==> src/rtl/fpm_pkg.sv <==
package fpm_pkg;

   typedef enum logic [2:0] {
      ST_IDLE,
      ST_LOAD,
      ST_MUL,
      ST_NORM,
      ST_PACK,
      ST_DONE
   } fpm_state_e;

endpackage

==> src/rtl/fpm_en_reg.sv <==
module fpm_en_reg #(
   parameter int WIDTH = 8
) (
   input  logic             clk,
   input  logic             rst,
   input  logic             en,
   input  logic [WIDTH-1:0] d,
   output logic [WIDTH-1:0] q
);

   if (WIDTH < 1) begin : g_width_chk
      $error("fpm_en_reg: WIDTH must be at least 1");
   end

   always_ff @(posedge clk) begin
      if (rst)
         q <= '0;
      else if (en)
         q <= d;
   end

endmodule

==> src/rtl/fpm_booth_mul.sv <==
// Radix-2 Booth multiplier for unsigned factors. Each factor is widened by a
// zero bit so the signed recoding yields the unsigned product.
module fpm_booth_mul #(
   parameter int N = 8
) (
   input  logic [N-1:0]   fac_a,
   input  logic [N-1:0]   fac_b,
   output logic [2*N-1:0] prod
);

   localparam int M  = N + 1;
   localparam int PW = 2 * M;

   if (N < 2) begin : g_n_chk
      $error("fpm_booth_mul: N must be at least 2");
   end

   logic [M:0]           rec;
   logic signed [PW-1:0] mcand;
   logic signed [PW-1:0] pp [M];
   logic signed [PW-1:0] acc;
   logic [PW-2*N-1:0]    unused_hi;

   assign rec   = {1'b0, fac_b, 1'b0};
   assign mcand = $signed({{(PW-N){1'b0}}, fac_a});

   for (genvar i = 0; i < M; i++) begin : g_pp
      assign pp[i] = (rec[i+1:i] == 2'b01) ?  (mcand <<< i) :
                     (rec[i+1:i] == 2'b10) ? -(mcand <<< i) : '0;
   end

   always_comb begin
      acc = '0;
      for (int k = 0; k < M; k++)
         acc = acc + pp[k];
   end

   assign prod      = acc[2*N-1:0];
   assign unused_hi = acc[PW-1:2*N];

endmodule

==> src/rtl/fpm_normalize.sv <==
module fpm_normalize #(
   parameter int MAN_W = 7,
   parameter int EW    = 6
) (
   input  logic [2*MAN_W+1:0]   prod,
   input  logic signed [EW-1:0] exp_in,
   output logic [MAN_W-1:0]     man_out,
   output logic signed [EW-1:0] exp_out
);

   localparam int PROD_W = 2 * MAN_W + 2;

   logic             carry;
   logic [MAN_W-1:0] unused_lo;

   assign carry     = prod[PROD_W-1];
   assign man_out   = carry ? prod[PROD_W-2 -: MAN_W] : prod[PROD_W-3 -: MAN_W];
   assign exp_out   = carry ? exp_in + EW'(1) : exp_in;
   assign unused_lo = prod[MAN_W-1:0];

endmodule

==> src/rtl/fpm_pack.sv <==
module fpm_pack #(
   parameter int EXP_W = 4,
   parameter int MAN_W = 7,
   parameter int EW    = EXP_W + 2
) (
   input  logic                     sign,
   input  logic                     zero,
   input  logic signed [EW-1:0]     exp_in,
   input  logic [MAN_W-1:0]         man,
   output logic [EXP_W+MAN_W:0]     word
);

   localparam int MAX_E = (1 << EXP_W) - 1;

   always_comb begin
      if (zero || exp_in < 0)
         word = {sign, {(EXP_W+MAN_W){1'b0}}};
      else if (exp_in > $signed(EW'(MAX_E)))
         word = {sign, {(EXP_W+MAN_W){1'b1}}};
      else
         word = {sign, exp_in[EXP_W-1:0], man};
   end

endmodule

==> src/rtl/fpm_seq_mul.sv <==
module fpm_seq_mul
   import fpm_pkg::*;
#(
   parameter int EXP_W = 4,
   parameter int MAN_W = 7,
   parameter int BIAS  = 7
) (
   input  logic                   clk,
   input  logic                   rst,
   input  logic                   start,
   input  logic [EXP_W+MAN_W:0]   op_a,
   input  logic [EXP_W+MAN_W:0]   op_b,
   output logic [EXP_W+MAN_W:0]   result,
   output logic                   done
);

   localparam int W      = 1 + EXP_W + MAN_W;
   localparam int SIG_W  = MAN_W + 1;
   localparam int PROD_W = 2 * SIG_W;
   localparam int EW     = EXP_W + 2;
   localparam int MAX_E  = (1 << EXP_W) - 1;

   if (EXP_W < 2 || MAN_W < 1 || BIAS < 1 || BIAS > MAX_E) begin : g_param_chk
      $error("fpm_seq_mul: unsupported EXP_W/MAN_W/BIAS combination");
   end

   fpm_state_e state, state_nx;

   always_comb begin
      state_nx = state;
      case (state)
         ST_IDLE: if (start) state_nx = ST_LOAD;
         ST_LOAD: state_nx = ST_MUL;
         ST_MUL:  state_nx = ST_NORM;
         ST_NORM: state_nx = ST_PACK;
         ST_PACK: state_nx = ST_DONE;
         default: state_nx = ST_IDLE;
      endcase
   end

   always_ff @(posedge clk) begin
      if (rst)
         state <= ST_IDLE;
      else
         state <= state_nx;
   end

   // capture
   logic [W-1:0] opa_q, opb_q;
   logic         en_cap;
   assign en_cap = (state == ST_IDLE) && start;

   fpm_en_reg #(.WIDTH(W)) u_opa (.clk, .rst, .en(en_cap), .d(op_a), .q(opa_q));
   fpm_en_reg #(.WIDTH(W)) u_opb (.clk, .rst, .en(en_cap), .d(op_b), .q(opb_q));

   // unpack, sign, exponent sum
   logic [EXP_W-1:0]     a_e, b_e;
   logic [MAN_W-1:0]     a_m, b_m;
   logic signed [EW-1:0] esum_d, esum_q;
   logic                 sign_d, sign_q, zero_d, zero_q;
   logic [SIG_W-1:0]     siga_q, sigb_q;

   assign a_e    = opa_q[W-2 -: EXP_W];
   assign b_e    = opb_q[W-2 -: EXP_W];
   assign a_m    = opa_q[MAN_W-1:0];
   assign b_m    = opb_q[MAN_W-1:0];
   assign sign_d = opa_q[W-1] ^ opb_q[W-1];
   assign zero_d = (a_e == '0 && a_m == '0) || (b_e == '0 && b_m == '0);
   assign esum_d = EW'(a_e) + EW'(b_e) - EW'(BIAS);

   logic en_load;
   assign en_load = (state == ST_LOAD);

   fpm_en_reg #(.WIDTH(1))     u_sign (.clk, .rst, .en(en_load), .d(sign_d), .q(sign_q));
   fpm_en_reg #(.WIDTH(1))     u_zero (.clk, .rst, .en(en_load), .d(zero_d), .q(zero_q));
   fpm_en_reg #(.WIDTH(EW))    u_esum (.clk, .rst, .en(en_load), .d(esum_d), .q(esum_q));
   fpm_en_reg #(.WIDTH(SIG_W)) u_siga (.clk, .rst, .en(en_load), .d({1'b1, a_m}), .q(siga_q));
   fpm_en_reg #(.WIDTH(SIG_W)) u_sigb (.clk, .rst, .en(en_load), .d({1'b1, b_m}), .q(sigb_q));

   // significand product
   logic [PROD_W-1:0] prod_d, prod_q;

   fpm_booth_mul #(.N(SIG_W)) u_booth (.fac_a(siga_q), .fac_b(sigb_q), .prod(prod_d));
   fpm_en_reg #(.WIDTH(PROD_W)) u_prod (.clk, .rst, .en(state == ST_MUL), .d(prod_d), .q(prod_q));

   // normalize
   logic [MAN_W-1:0]     man_d, man_q;
   logic signed [EW-1:0] expn_d, expn_q;

   fpm_normalize #(.MAN_W(MAN_W), .EW(EW)) u_norm (
      .prod(prod_q), .exp_in(esum_q), .man_out(man_d), .exp_out(expn_d));

   fpm_en_reg #(.WIDTH(MAN_W)) u_man  (.clk, .rst, .en(state == ST_NORM), .d(man_d), .q(man_q));
   fpm_en_reg #(.WIDTH(EW))    u_expn (.clk, .rst, .en(state == ST_NORM), .d(expn_d), .q(expn_q));

   // pack with saturation
   logic [W-1:0] word_d;

   fpm_pack #(.EXP_W(EXP_W), .MAN_W(MAN_W), .EW(EW)) u_pack (
      .sign(sign_q), .zero(zero_q), .exp_in(expn_q), .man(man_q), .word(word_d));

   fpm_en_reg #(.WIDTH(W)) u_res (.clk, .rst, .en(state == ST_PACK), .d(word_d), .q(result));

   assign done = (state == ST_DONE);


   reset_state_chk: assert property (@(posedge clk)
      rst |=> (!done && result == '0));


   done_pulse_chk: assert property (@(posedge clk) disable iff (rst)
      done |=> !done);


   busy_hold_chk: assert property (@(posedge clk) disable iff (rst)
      (state != ST_IDLE) |=> ($stable(opa_q) && $stable(opb_q)));


   sign_xor_chk: assert property (@(posedge clk) disable iff (rst)
      (state == ST_PACK) |=> (result[W-1] == $past(sign_q)));


   zero_out_chk: assert property (@(posedge clk) disable iff (rst)
      (state == ST_PACK && zero_q) |=> (result[W-2:0] == '0));


   carry_exp_chk: assert property (@(posedge clk) disable iff (rst)
      (state == ST_NORM && prod_q[PROD_W-1]) |=> (expn_q == $past(esum_q) + EW'(1)));


   saturate_chk: assert property (@(posedge clk) disable iff (rst)
      (state == ST_PACK && !zero_q && expn_q > $signed(EW'(MAX_E)))
      |=> (result[W-2:0] == '1));

endmodule

==> config.mk <==
export PLATFORM = sky130hd
export DESIGN_NAME = fpm_seq_mul
export DESIGN_NICKNAME = d
export VERILOG_FILES = /design/src/rtl/fpm_pkg.sv /design/src/rtl/fpm_en_reg.sv /design/src/rtl/fpm_booth_mul.sv /design/src/rtl/fpm_normalize.sv /design/src/rtl/fpm_pack.sv /design/src/rtl/fpm_seq_mul.sv
export SDC_FILE = /design/constraint.sdc
export NUM_CORES = 1
export LEC_CHECK = 0
export BUFFER_PORTS_ARGS = -buffer_cell sky130_fd_sc_hd__buf_2
export CAP_MARGIN = 30
export CORE_MARGIN = 4
export CORE_UTILIZATION = 63
export DETAILED_ROUTE_END_ITERATION = 10
export MAX_ROUTING_LAYER = met4
export PLACE_DENSITY = 0.82
export SYNTH_ARGS = -nofsm -noshare
export SYNTH_HDL_FRONTEND = slang
export SYNTH_HIERARCHICAL = 1
export SYNTH_SLANG_ARGS = --single-unit
==> constraint.sdc <==
create_clock -name clk -period 6.4 [get_ports clk]
set_input_delay 0 -clock clk [delete_from_list [all_inputs] [get_ports clk]]
set_output_delay 0 -clock clk [all_outputs]
set_load 0.005 [all_outputs]
==> impl_metrics.yaml <==
route:
  wl_per_cell_um: 18.0
  first_pass_iters: 5
  dr.first_iter.drc_count: 387
  ant_nets: 0
  drc: 0
  via_count: 5682
  finalWirelength_um: 17300
  via_per_inst: 5.91
die:
  rows: 38
  io_pins: 40
  core_area_um2: 11000
  die_x_um: 115
  die_h_um: 115
  die_area_um2: 13300
  start_util_pct: 65.7
timing:
  finClkSkew_ns: 0.0102
  period_share_pct: 93.9
  fin_crit_ns: 6.01
  slew_viol_final: 0
  fin_ws_ns: 0.391
  timing.setup.tns_ns: 0
  rsz0062_at_grt: "no"
  fmax_ghz: 0.166
  tightest_slew_ns: 0.912
  final-hold-violation-count: 0
  slew_headroom_pct: 38.9
  setup_viol: 0
power:
  total_power_mw: 1.39
  swShare_pct: 30.6
  power_frac_comb_pct: 21.0
  p_int_mw: 0.966
  p_leak_nw: 3.54
  clkPwrFrac_pct: 36.1
  seqPwrFrac_pct: 42.8
  powerDensity_nw_per_um2: 175
  p_switching_mw: 0.426
  irDropWorstVdd_uv: 218
logic_synthesis:
  netlist_instances: 779
  netlist_area_um2: 7240
  avgSynthCellArea_um2: 9.30
  yosysWarnings: 6
final_layout:
  drive_gt1_share_pct: 12.0
  insertedDiodeCount: 0
  num-nets-final: 950
  area_growth_pct: 10.0
global_route:
  grt_start_max_net_pins: 86
  gr-total-overflow: 0
  antenna_found_initial: 0
  grt_pass1_vias: 5811
  grt_pass1_wl_um: 29000
  grt_use_total_pct: 28.4
worst_setup_path:
  crit_required_ns: 6.66
  reg2reg_depth: 21
  path_class: "register to register"
  cp_max_fo: 12
  worstSetupStartpoint: "u_siga/q[0]$_SDFFE_PP0P_"
  crit_path_end_kind: "register"
  reg2reg_from: "u_siga/q[0]$_SDFFE_PP0P_"
  arrival_ns: 6.27
  critPathLaunchType: "register"
placement:
  hpwl_um: 12000
  gp_congestion: 0.992
  numPortBuffers: 39
  pre_cts_slack_ns: 0.330
cts:
  h-tree-depth: 3
  tritoncts: "done"
  cts_root_buf: "clkbuf_16"
  cts_num_sinks: 85
  path_clk_slew_ns: 0.07
  cts_buffers: 9
  ctsLongestPathBuffers: 2
  clk-insertion-delay-late_ns: 0.34
flow_run:
  max-cap-violations: 0
hold_path:
  holdCritStartpoint: "start"
  holdPathStages: 3
  hp-class: "input pin to register"
run_status:
  outcome: "finished clean"
==> final cells by class <==
cell class              count  area [um^2]
repair buffers             79          559
fillers                   785         3060
flip-flops and latches     85         1700
clock inverters             4         31.3
clock buffers              12          256
inverters                  99          372
multi-input cells         543         4870
well taps                 140          175
==> cell usage in the layout, fill, tap and decap left out, types with 10 or more instances in the layout <==
cell type / n
a21oi_1: 20
a22o_1: 27
a22oi_1: 12
and2_1: 13
buf_2: 39
buf_4: 15
dfxtp_1: 85
dlygate4sd3_1: 24
fa_1: 68
ha_1: 38
inv_1: 99
mux2i_1: 82
nand2_1: 38
nor2_1: 93
nor2b_1: 16
o21a_1: 20
o21ai_0: 10
xnor2_1: 20
==> sequential cells by signal, indices dropped and copies added, names as in the netlist <==
| signal | flops |
|---|---|
| u_zero/q | 1 |
| u_opb/q | 12 |
| u_siga/q | 8 |
| state | 3 |
| u_prod/q | 9 |
| u_sigb/q | 8 |
| u_man/q | 7 |
| u_opa/q | 12 |
| u_sign/q | 1 |
| u_expn/q | 6 |
| u_res/q | 12 |
| u_esum/q | 6 |
==> metrics by stage <==
stage / hold slack (ns) / std cells / cell area, um^2 / utilization (%)
floorplan: 0.0724 / 780 / 7250 / -
global placement: 0.234 / 921 / 7430 / 67.3
detailed placement: 0.243 / 922 / 7440 / 67.4
CTS: 0.105 / 962 / 7970 / 72.2
global route: 0.153 / 962 / 7970 / 72.2
finish: 0.0974 / 962 / 7970 / 72.2
==> critical path, stage by stage (launching register included) <==
cell and delay (ns):
dfxtp_1 0.42, inv_1 0.10, ha_1 0.39, or4b_4 0.56, nor3_4 0.26, nand2_1 0.27
nand2_1 0.22, fa_1 0.45, fa_1 0.51, inv_1 0.05, fa_1 0.48, inv_1 0.06
fa_1 0.53, inv_1 0.04, ha_1 0.32, inv_1 0.06, o21bai_1 0.07, a21oi_1 0.24
o21ai_0 0.24, o311ai_0 0.39, mux2i_1 0.14, nor2_1 0.13
==> worst paths after layout <==
| path | to | slack [ns] |
|---|---|---|
| hold reg to reg | u_res/q[6]$_SDFFE_PP0P_ | 0.49 |
| setup reg to reg | u_prod/q[14]$_SDFFE_PP0P_ | 0.39 |
| setup / recovery | u_prod/q[14]$_SDFFE_PP0P_ | 0.39 |
| hold / removal | state[0]$_SDFFE_PP0P_ | 0.1 |
==> power groups by stage <==
stage | clock network, mW | logic, mW | registers, mW
finish | 0.503 | 0.292 | 0.596
global route | 0.538 | 0.319 | 0.599
global placement | 0 | 0.259 | 0.603
CTS | 0.507 | 0.282 | 0.593
floorplan | 0 | 0.233 | 0.584
detailed placement | 0 | 0.268 | 0.605
==> routing by layer <==
layer  wire [um]  vias to the layer above  track usage, %
li1            -                     2626               -
met3        1020                       52            3.74
met1        6990                     2778            36.3
met4         551                        0            9.94
met2        8760                      226            46.6
met5           0                        -               -
==> timing repair <==
action / CTS / global route
endpoints found under the hold margin: 24 / 0
hold buffers: 24 / 0
endpoints found under the setup margin: 0 / 3
gates resized for setup: 0 / 1
setup buffers: 0 / 0
Power figures use the tool's default switching activity.
